**config.mk**
```make
export PLATFORM = sky130hd
export DESIGN_NAME = sleep_wake_ctrl
export DESIGN_NICKNAME = d
export VERILOG_FILES = /design/src/rtl/slp_pkg.sv /design/src/rtl/slp_port_edge.sv /design/src/rtl/slp_wake_arb.sv /design/src/rtl/slp_delay_cnt.sv /design/src/rtl/sleep_wake_ctrl.sv
export SDC_FILE = /design/constraint.sdc
export NUM_CORES = 1
export LEC_CHECK = 0
export BUFFER_PORTS_ARGS = -buffer_cell sky130_fd_sc_hd__buf_2
export CAP_MARGIN = 30
export CORE_MARGIN = 4
export CORE_UTILIZATION = 25
export CTS_CLUSTER_SIZE = 20
export DETAILED_ROUTE_END_ITERATION = 6
export SYNTH_ARGS = -nofsm -noshare
export SYNTH_HDL_FRONTEND = slang
export SYNTH_SLANG_ARGS = --single-unit
```
**constraint.sdc**
```tcl
create_clock -name clk -period 2.6 [get_ports clk]
set_input_delay 0.26 -clock clk [delete_from_list [all_inputs] [get_ports clk]]
set_output_delay 0.26 -clock clk [all_outputs]
set_load 0.02 [all_outputs]
```
**src/rtl/slp_pkg.sv**
```systemverilog
package slp_pkg;

  typedef enum logic [1:0] {
    OUT_RESUME   = 2'd0,
    OUT_VECTOR   = 2'd1,
    OUT_PART_RST = 2'd2,
    OUT_FULL_RST = 2'd3
  } slp_outcome_e;

  typedef enum logic [1:0] {
    ST_RUN   = 2'd0,
    ST_SLEEP = 2'd1,
    ST_WAIT  = 2'd2
  } slp_state_e;

endpackage

```
**src/rtl/slp_port_edge.sv**
```systemverilog
module slp_port_edge #(
  parameter int W = 8
) (
  input  logic         clk,
  input  logic         rst_n,
  input  logic [W-1:0] pins,
  input  logic [W-1:0] wake_en,
  output logic         wake_req
);

  logic [W-1:0] s1_q, s2_q, prev_q;
  logic [W-1:0] fell;

  // Two-flop synchronizer, then a one-sample history for edge detection.
  always_ff @(posedge clk or negedge rst_n) begin
    if (!rst_n) begin
      s1_q   <= '1;
      s2_q   <= '1;
      prev_q <= '1;
    end else begin
      s1_q   <= pins;
      s2_q   <= s1_q;
      prev_q <= s2_q;
    end
  end

  // The mask is applied per pin before the bits are reduced to one request.
  always_comb fell = prev_q & ~s2_q & wake_en;
  assign wake_req = |fell;

  p_mask_gates_r2: assert property (@(posedge clk) disable iff (!rst_n)
    wake_req |-> (|wake_en));

endmodule

```
**src/rtl/slp_wake_arb.sv**
```systemverilog
module slp_wake_arb
  import slp_pkg::*;
#(
  parameter int CW           = 8,
  parameter int SHORT_CYCLES = 2,
  parameter int LONG_CYCLES  = 128,
  parameter int POR_CYCLES   = 40
) (
  input  logic          clk,
  input  logic          rst_n,
  input  logic          ext_ev,
  input  logic          wdt_ev,
  input  logic          irq_ev,
  input  logic          port_ev,
  input  logic          irq_en,
  input  logic          stack_full,
  input  logic          osc_crystal,
  output logic          any_wake,
  output slp_outcome_e  code,
  output logic [CW-1:0] delay
);

  localparam logic [CW-1:0] D_SHORT = CW'(SHORT_CYCLES);
  localparam logic [CW-1:0] D_LONG  = CW'(LONG_CYCLES);
  localparam logic [CW-1:0] D_EXT   = CW'(POR_CYCLES + LONG_CYCLES);

  logic [CW-1:0] osc_delay;

  assign any_wake  = ext_ev | wdt_ev | irq_ev | port_ev;
  assign osc_delay = osc_crystal ? D_LONG : D_SHORT;

  // Fixed priority: external reset, watchdog, interrupt, port edge.
  always_comb begin
    code  = OUT_RESUME;
    delay = osc_delay;
    if (ext_ev) begin
      code  = OUT_FULL_RST;
      delay = D_EXT;
    end else if (wdt_ev) begin
      code = OUT_PART_RST;
    end else if (irq_ev) begin
      code = (irq_en && !stack_full) ? OUT_VECTOR : OUT_RESUME;
    end
  end

  p_ext_wins_r8: assert property (@(posedge clk) disable iff (!rst_n)
    ext_ev |-> (code == OUT_FULL_RST && delay == D_EXT));
  p_wdt_over_irq_r8: assert property (@(posedge clk) disable iff (!rst_n)
    (!ext_ev && wdt_ev) |-> code == OUT_PART_RST);
  p_irq_vector_r3: assert property (@(posedge clk) disable iff (!rst_n)
    (!ext_ev && !wdt_ev && irq_ev && irq_en && !stack_full) |-> code == OUT_VECTOR);

endmodule

```
**src/rtl/slp_delay_cnt.sv**
```systemverilog
module slp_delay_cnt #(
  parameter int CW = 8
) (
  input  logic          clk,
  input  logic          rst_n,
  input  logic          load,
  input  logic [CW-1:0] load_val,
  output logic          expire
);

  logic [CW-1:0] cnt_q;

  // Loaded with N-1 so that the wait state lasts exactly N cycles.
  always_ff @(posedge clk or negedge rst_n) begin
    if (!rst_n)              cnt_q <= '0;
    else if (load)           cnt_q <= load_val - 1'b1;
    else if (cnt_q != '0)    cnt_q <= cnt_q - 1'b1;
  end

  assign expire = (cnt_q == '0);

  p_count_down_r7: assert property (@(posedge clk) disable iff (!rst_n)
    (!load && !expire) |=> cnt_q == $past(cnt_q) - 1'b1);

endmodule

```
**src/rtl/sleep_wake_ctrl.sv**
```systemverilog
module sleep_wake_ctrl
  import slp_pkg::*;
#(
  parameter int PORT_W       = 8,
  parameter int SHORT_CYCLES = 2,
  parameter int LONG_CYCLES  = 128,
  parameter int POR_CYCLES   = 20_000_000
) (
  input  logic              clk,
  input  logic              rst_n,
  input  logic              halt_req,
  input  logic              clr_wdt,
  input  logic              osc_crystal,
  input  logic              ext_rst,
  input  logic [PORT_W-1:0] port_pins,
  input  logic [PORT_W-1:0] port_wake_en,
  input  logic              irq_pend,
  input  logic              irq_en,
  input  logic              stack_full,
  input  logic              wdt_ovf,
  output logic              core_ready,
  output logic              outcome_valid,
  output logic [1:0]        outcome,
  output logic              pdf,
  output logic              tof
);

  localparam int CW = $clog2(POR_CYCLES + LONG_CYCLES + 1);

  slp_state_e    state_q;
  slp_outcome_e  code, outc_q;
  logic          irq_block_q, valid_q, pdf_q, tof_q;
  logic          port_wake, irq_ev, any_wake, expire, load;
  logic [CW-1:0] delay;

  slp_port_edge #(.W(PORT_W)) u_edge (
    .clk(clk), .rst_n(rst_n), .pins(port_pins), .wake_en(port_wake_en),
    .wake_req(port_wake)
  );

  assign irq_ev = irq_pend & ~irq_block_q;

  slp_wake_arb #(
    .CW(CW), .SHORT_CYCLES(SHORT_CYCLES), .LONG_CYCLES(LONG_CYCLES),
    .POR_CYCLES(POR_CYCLES)
  ) u_arb (
    .clk(clk), .rst_n(rst_n), .ext_ev(ext_rst), .wdt_ev(wdt_ovf),
    .irq_ev(irq_ev), .port_ev(port_wake), .irq_en(irq_en),
    .stack_full(stack_full), .osc_crystal(osc_crystal),
    .any_wake(any_wake), .code(code), .delay(delay)
  );

  assign load = (state_q == ST_SLEEP) && any_wake;

  slp_delay_cnt #(.CW(CW)) u_cnt (
    .clk(clk), .rst_n(rst_n), .load(load), .load_val(delay), .expire(expire)
  );

  always_ff @(posedge clk or negedge rst_n) begin
    if (!rst_n) begin
      state_q     <= ST_RUN;
      outc_q      <= OUT_RESUME;
      irq_block_q <= 1'b0;
      valid_q     <= 1'b0;
      pdf_q       <= 1'b0;
      tof_q       <= 1'b0;
    end else begin
      valid_q <= 1'b0;
      if (wdt_ovf)      tof_q <= 1'b1;
      else if (clr_wdt) tof_q <= 1'b0;
      unique case (state_q)
        ST_RUN: begin
          if (halt_req) begin
            state_q     <= ST_SLEEP;
            pdf_q       <= 1'b1;
            irq_block_q <= irq_pend;
          end else if (clr_wdt) begin
            pdf_q <= 1'b0;
          end
        end
        ST_SLEEP: begin
          if (any_wake) begin
            state_q <= ST_WAIT;
            outc_q  <= code;
          end
        end
        ST_WAIT: begin
          if (expire) begin
            state_q <= ST_RUN;
            valid_q <= 1'b1;
          end
        end
        default: state_q <= ST_RUN;
      endcase
    end
  end

  assign core_ready    = (state_q == ST_RUN);
  assign outcome_valid = valid_q;
  assign outcome       = outc_q;
  assign pdf           = pdf_q;
  assign tof           = tof_q;

  p_halt_sleeps_r1: assert property (@(posedge clk) disable iff (!rst_n)
    (halt_req && core_ready) |=> (!core_ready && pdf));
  p_blocked_irq_r4: assert property (@(posedge clk) disable iff (!rst_n)
    (state_q == ST_SLEEP && irq_block_q && !ext_rst && !wdt_ovf && !port_wake)
      |=> state_q == ST_SLEEP);
  p_tof_set_r5: assert property (@(posedge clk) disable iff (!rst_n)
    wdt_ovf |=> tof);
  p_stall_r7: assert property (@(posedge clk) disable iff (!rst_n)
    (state_q == ST_WAIT && !expire) |=> !core_ready);
  p_valid_pulse_r9: assert property (@(posedge clk) disable iff (!rst_n)
    outcome_valid |=> !outcome_valid);
  p_valid_ready_r9: assert property (@(posedge clk) disable iff (!rst_n)
    outcome_valid |-> core_ready);

endmodule

```
Word-level counts from Yosys, hierarchy flattened
Index checks and enable logic that the tools add are counted.

storage, ports and cells
  register bits = 57
  logic and storage cells = 56

operators by class
  add/subtract/negate cells = 2
  eq/ne operators = 5
  muxes and demuxes = 17
  bitwise operators = 8
  reductions and logical operators = 14

operator list
  kind                     number
  $mux W25                 3
  $sub A25 B1 Y25 const B  2
  $logic_not A25 Y1        1
  $reduce_bool A25 Y1      1
  $and A8 B8 Y8            2
  $mux W2                  6
  $mux W8                  1
  $not A8 Y8               1
  $reduce_or A8 Y1         1
  $mux W1                  6
  $ne A2 B2 Y1 const B     3
  $pmux W2 S3              1
  $reduce_and A2 Y1        3
  $reduce_bool A2 Y1       3
  $or A1 B1 Y1             3
  $reduce_and A3 Y1        1
  $eq A2 B1 Y1 const B     1
  $eq A2 B2 Y1 const B     1
  $logic_and A1 B1 Y1      2
  $logic_not A2 Y1         1
  $and A1 B1 Y1            1
  $logic_not A1 Y1         1
  $not A1 Y1               1

Logic depth before layout (Yosys ltp)
Gate-level depths: netlist of run 1.

  depth in word-level cells = 7
  gate-level depth with buffers = 6

By module
Synthesis of run 1 repeated with hierarchy kept, for this count alone.

second synthesis, totals
  cells, all modules = 299
  area, all modules = 3,189.3 sq um

modules (own cells, without submodules)
  module           times used  cells each  area each (sq um)  sequential area each (sq um)
  slp_delay_cnt    1           203         1,951.9            625.6
  slp_port_edge    1           39          696.9              630.6
  sleep_wake_ctrl  1           27          329.1              200.2
  slp_wake_arb     1           30          211.5              0.0

Least setup slack after synthesis of run 1
No wires, ideal clock.

  path kind = reg2reg
  start point = register u_cnt.cnt_q[18]
  end point = register u_cnt.cnt_q[11]
  library setup time = 128 ps
  arrival time = 1,889 ps
  required time = 2,472 ps
  setup slack = 582 ps
  cell stages (with the launch flop) = 7
  path buffers = 1
  clock period less this slack = 2,018 ps
  cell sequence = dfrtp_1 -> or4_1 -> buf_2 -> nand4bb_4 -> or3_4 -> nand2_2 -> o21ai_0

on the way
  word-level cells in the longest chain between the ends = 2

RTL lines
  what                          line                 source
  start, declared               slp_delay_cnt.sv:11  logic [CW-1:0] cnt_q;
  start signal, assigned        slp_delay_cnt.sv:16  else if (load) cnt_q <= load_val - 1'b1;
  start signal, assigned        slp_delay_cnt.sv:17  else if (cnt_q != '0) cnt_q <= cnt_q - 1'b1;
  $reduce_bool A25 Y1           slp_delay_cnt.sv:17
  $reduce_bool A2 Y1 (no line)  n/a

No other way between the ends.
A chain may end at the register's enable or synchronous reset.

Worst setup path after layout of run 1
  start point = register u_cnt.cnt_q[9]
  end point = register u_cnt.cnt_q[23]

on the way
  word-level cells in the longest chain between the ends = 3

RTL lines
  what             line
  $sub A25 B1 Y25  slp_delay_cnt.sv:17
  $mux W25         slp_delay_cnt.sv:17
  $mux W25         slp_delay_cnt.sv:16

Several ways; a longest one is shown, not always the timed one. The select of a mux whose other input is x is not followed.

==> results.tsv, run 1 <==
metric	value	unit
cts_max_path_buffers	2	
hp-start	port_pins[4]	
routed_via_density	4.50	
critPathArrivalTime	2460	ps
grt_pass1_vias	1709	
startpoint_type	flip-flop	
grt_max_degree	42	
cts.sinks	57	
num_vias	1698	
grt_util_all_layers	9.35	%
wirelength	4800	um
clkTransAtPathRegs	60	ps
start_util	25.6	%
synth.area.top_cells	dfrtp_1 (35%), dfstp_2 (27%), nor2_1 (2.9%)	
critPathSlowestCell	nor4_1	
rsz0062_at_grt	no	
nNetsFinal	270	
diodes	0	
synth_top_family_by_area	simple AND/OR/NAND/NOR gates	
synth-compound-area-share	13.0	%
ys_seq_area_share	61.6	%
coreArea	9240	sq um
syn_nets	229	
hold_end	u_edge.s1_q[4]$_DFF_PN1_	
cts-root-buf	clkbuf_8	
cap_violations	0	
synth_cell_types	46	
drc	0	
yosys_register_bits	57	
hpwl	3380	um
path_buf_inv	0	
min_period	2200	ps
timing.setup.tns	0	ps
p_per_area	618	nW/um^2
p_leak	1.13	nW
slew_viol_final	0	
drt_iter0_drc	117	
avgSynthCellArea	11.6	sq um
core.rowCount	35	
hold_path_depth	1	
drt.antenna.violating_nets	0	
required	2860	ps
crit_family	simple AND/OR/NAND/NOR gates	
final_cell_mix	dfrtp_1 (33), buf_2 (31), dfstp_2 (24)	
crit_path_max_fanout	6	
fin_crit_sh	84.6	%
grt_first_pass_wirelength	8290	um
outcome	complete, no violations	
slew_headroom	51.5	%
antenna_found_initial	0	
post_drt_wl_per_cell	12.7	um
hold_slack	22.5	ps
yosys.area.top_type	dfrtp_1	
drive_gt1_share	33.9	%
synth_area	2360	sq um
cts_tree	built	
rr_worst_depth	5	
die_area	11100	sq um
chipWidth	105	um
vdd_drop_max	0.346	mV
path_cells	nor4_1, and4b_1, nand3_1, or3_1, a21oi_1	
r2r_slack	400	ps
hold_class	input pin to flip-flop	
drt_pre_antenna_iters	4	
clock_latency	340	ps
finalSetupViolCount	0	
reg2reg_to	u_cnt.cnt_q[23]$_DFFE_PN0P_	
final_common_cell	dfrtp_1	
synthSimpleGateAreaFrac	19.9	%
gp_congestion	0.866	
timing_worst_slew_pin_value	722	ps
crit_type	flip-flop to flip-flop	
htreeDepth	3	
area_delta_synth_final	22.6	%
numCtsBuffers	9	
skew	9.05	ps
syn_inst	203	
ioPinCount	32	
final_core_util	31.4	%
synth.mux.area_fraction	0.476	%
finalHoldViolCount	0	
gr-total-overflow	0	
fmax	455	MHz
r2r_start	u_cnt.cnt_q[9]$_DFFE_PN0P_	
die_y	105	um
cp_slowest_stage_delay	540	ps
synthXorXnorAreaFrac	2.96	%
yosys_warnings	0	
io_buffers	31	
synthAdderAreaFrac	0	%
cts_setup_buffers	0	
yosysTopAreaCellShare	34.9	%
end_kind	flip-flop	
==> sequential cells by signal, summed over array words and instances (netlist names) <==
signal / flops
irq_block_q: 1
outcome: 2
outcome_valid: 1
pdf: 1
state_q: 2
tof: 1
u_cnt.cnt_q: 25
u_edge.prev_q: 8
u_edge.s1_q: 8
u_edge.s2_q: 8
==> kinds of logic (layout without fill, tap and decap cells) <==
family	after synthesis	after routing
mux	1	1
compound gates	47	47
buf+inv	10	55
simple gates	80	80
xor+xnor	8	8
flops	57	57
==> cell type report <==
type	instances	area, sq um
fillers	943	6340
clock inverters	3	42.5
well taps	129	161
clock buffers	12	145
repair buffers	37	215
multi-input cells	136	868
flip-flops and latches	57	1460
inverters	3	11.3
==> where the power goes <==
part | leakage (nW) | switching, mW | internal [mW]
Clock | 0.0925 | 0.341 | 0.462
Combinational | 0.425 | 0.0344 | 0.0265
Sequential | 0.617 | 0.00676 | 0.922
==> per-stage QoR <==
stage	cells	area, sq um	power (mW)	worst slack, ps
after global placement	360	2680	1.00	418
after floorplan	203	2360	0.955	582
after CTS	375	2870	1.82	424
after detailed placement	360	2680	1.00	428
after global routing	377	2900	1.87	248
final	377	2900	1.79	401
==> worst max path at each step <==
stage                                            from                           to  cells after the start
after floorplan           u_cnt.cnt_q[18]$_DFFE_PN0P_  u_cnt.cnt_q[11]$_DFFE_PN0P_                      6
after global placement     u_cnt.cnt_q[9]$_DFFE_PN0P_  u_cnt.cnt_q[23]$_DFFE_PN0P_                      5
after detailed placement  u_cnt.cnt_q[18]$_DFFE_PN0P_   u_cnt.cnt_q[2]$_DFFE_PN0P_                      5
after CTS                 u_cnt.cnt_q[18]$_DFFE_PN0P_   u_cnt.cnt_q[2]$_DFFE_PN0P_                      5
after global routing       u_cnt.cnt_q[9]$_DFFE_PN0P_  u_cnt.cnt_q[23]$_DFFE_PN0P_                      5
final                      u_cnt.cnt_q[9]$_DFFE_PN0P_  u_cnt.cnt_q[23]$_DFFE_PN0P_                      5
==> routing by layer <==
metal  track usage, %  vias up  wire length, um
met4             4.22        0               93
li1                 -      817                -
met1             12.6      834             2310
met5                0        -                0
met3             3.06       12              246
met2             13.6       35             2140
==> cell usage after synthesis (all sizes together) <==
| library cell | n |
|---|---|
| and4b | 1 |
| a21oi | 11 |
| a211oi | 1 |
| buf | 4 |
| inv | 3 |
| nand3b | 7 |
| o31ai | 8 |
| or3 | 5 |
| o311ai | 1 |
| nand4bb | 1 |
| nand4 | 3 |
| a31oi | 8 |
| xnor2 | 5 |
| nor3 | 9 |
| nand2 | 18 |
| clkbuf | 3 |
| o211a | 1 |
| and2 | 1 |
| o311a | 1 |
| and4bb | 1 |
| o211ai | 1 |
| nand4b | 1 |
| xor2 | 3 |
| dfrtp | 33 |
| o21ai | 12 |
| or2 | 1 |
| nand3 | 5 |
| nor4 | 3 |
| o41ai | 1 |
| nand2b | 1 |
| nor2 | 18 |
| or4 | 5 |
| mux2 | 1 |
| dfstp | 24 |
| o221ai | 1 |
| a21o | 1 |
==> what timing repair did <==
action / CTS / global route
gates resized for setup: 0 / 0
hold buffers: 0 / 1
hold endpoints to repair: 0 / 6
Power figures use the tool's default switching activity.
==> run 2, diff against run 1 <==
==> constraint.sdc (replaced) <==
create_clock -name clk -period 2.3 [get_ports clk]
set_input_delay 0.23 -clock clk [delete_from_list [all_inputs] [get_ports clk]]
set_output_delay 0.23 -clock clk [all_outputs]
set_load 0.02 [all_outputs]
==> run 2 against run 1 <==
Against the previous run: worst hold slack better by 72 ps; clock skew up 0.64 ps; via count up 0.47%; global-route usage down 0.15 points; register-to-register slack worse by 270 ps; non-clock buffer count up 9; cell count up 2.7%; first-iteration DRC count down 7.7%; utilization up 0.81 points.
==> results.tsv, run 2 (same netlist as run 1, synthesis figures left out) <==
metric	value	unit
clkTransAtPathRegs	70	ps
cts_max_path_buffers	2	
rr_worst_depth	4	
drt.antenna.violating_nets	0	
cp_slowest_stage_delay	570	ps
grt_pass1_vias	1694	
critPathSlowestCell	or4_1	
die_y	105	um
p_per_area	653	nW/um^2
cts-root-buf	clkbuf_8	
hpwl	3390	um
hold_class	input pin to flip-flop	
drc	0	
slew_headroom	56.0	%
p_leak	1.17	nW
numCtsBuffers	9	
end_kind	flip-flop	
die_area	11100	sq um
crit_path_max_fanout	7	
min_period	2170	ps
cts_tree	built	
cts.sinks	57	
coreArea	9240	sq um
finalSetupViolCount	0	
hold_slack	95.0	ps
vdd_drop_max	0.436	mV
chipWidth	105	um
post_drt_wl_per_cell	12.1	um
final_cell_mix	dfrtp_1 (33), buf_2 (31), dfstp_2 (24)	
critPathArrivalTime	2420	ps
r2r_start	u_cnt.cnt_q[13]$_DFFE_PN0P_	
fin_crit_sh	94.3	%
timing_worst_slew_pin_value	655	ps
core.rowCount	35	
htreeDepth	3	
largest_register	u_cnt.cnt_q	
routed_via_density	4.41	
final_core_util	32.2	%
path_cells	or4_4, or2_0, or4_1, a31oi_1	
slew_viol_final	0	
grt_max_degree	34	
r2r_slack	130	ps
finalNonFillerCells	387	
final_common_cell	dfrtp_1	
clock_latency	340	ps
cap_violations	0	
num_vias	1706	
skew	9.69	ps
drive_gt1_share	32.9	%
grt_util_all_layers	9.20	%
cts-resized-gates	0	
io_buffers	31	
grt_first_pass_wirelength	7960	um
path_buf_inv	0	
outcome	complete, no violations	
ioPinCount	32	
endpoint	u_cnt.cnt_q[16]$_DFFE_PN0P_	
drt_pre_antenna_iters	6	
gr-total-overflow	0	
startpoint_type	flip-flop	
diodes	0	
start_util	25.6	%
fmax	461	MHz
nNetsFinal	279	
dp_cells	362	
timing.setup.tns	0	ps
largest_reg_flops	25	
dpl-instance-area	2710	sq um
rsz0062_at_grt	no	
drt_iter0_drc	108	
required	2550	ps
gp_congestion	0.840	
crit_path_start	u_cnt.cnt_q[13]$_DFFE_PN0P_	
cp.depth	4	
reg2reg_to	u_cnt.cnt_q[16]$_DFFE_PN0P_	
n_fill_cell	936	
antenna_found_initial	0	
crit_family	simple AND/OR/NAND/NOR gates	
crit_type	flip-flop to flip-flop	
area_delta_synth_final	25.8	%
stdcell_area	2980	sq um
finalHoldViolCount	0	
wirelength	4690	um
[run 2: cell types whose count changed in the layout (fill, tap and decap cells not counted)]
cell	previous run	this run
dlygate4sd3_1	1	9
clkbuf_8	10	11
clkbuf_1	2	3
bufinv_16	1	0
buf_4	4	5
[run 2: metal layers]
metal / wire length [um] / part of all wire (%) / track usage (%) / vias up
li1: - / - / - / 845
met1: 2270 / 48 / 11.9 / 819
met2: 2140 / 46 / 13.4 / 34
met3: 214 / 4.6 / 3.74 / 8
met4: 76 / 1.6 / 4.22 / 0
met5: 0 / 0 / 0 / -
[run 2: worst register-to-register path, stage by stage, from the launching register on]
cell,delay [ps]
dfrtp_1,400
or4_4,530
or2_0,390
or4_1,570
a31oi_1,190
[run 2: power by group]
group | switching, mW | total, mW | internal [mW]
clock | 0.368 | 0.817 | 0.449
combinational | 0.0394 | 0.0760 | 0.0365
sequential | 0.00747 | 1.05 | 1.04
total | 0.415 | 1.94 | 1.53
[run 2: cell type report]
| cell class | count | area (sq um) | share of cell area, % |
|---|---|---|---|
| Clock buffer | 14 | 163 | 5.47 |
| Multi-Input combinational cell | 136 | 868 | 29.2 |
| Tap cell | 129 | 161 | 5.42 |
| Clock inverter | 2 | 12.5 | 0.421 |
| Inverter | 3 | 11.3 | 0.378 |
| Sequential cell | 57 | 1460 | 48.9 |
| Timing Repair Buffer | 46 | 303 | 10.2 |
[run 2: repair_timing]
action                                  4_1_cts  5_1_grt
endpoints found under the hold margin        30        0
endpoints found under the setup margin        0        0
buffers inserted                              0        0
hold buffers                                  9        0
[run 2: per-stage QoR]
step | worst slack, ps | power, mW
final | 131 | 1.94
after global routing | 55.6 | 2.05
after CTS | 139 | 1.98
after detailed placement | 171 | 1.13
after global placement | 183 | 1.13
after floorplan | 282 | 1.08
[run 2: worst min path at each step]
stage	end	from	slack (ps)	cells past startpoint
global placement	u_cnt.cnt_q[21]$_DFFE_PN0P_	rst_n	290	1
global route	tof$_DFFE_PN0P_	wdt_ovf	80	2
floorplan	irq_block_q$_DFFE_PN0P_	rst_n	-70	0
detailed placement	u_cnt.cnt_q[21]$_DFFE_PN0P_	rst_n	290	1
CTS	tof$_DFFE_PN0P_	wdt_ovf	80	2
finish	tof$_DFFE_PN0P_	wdt_ovf	90	2
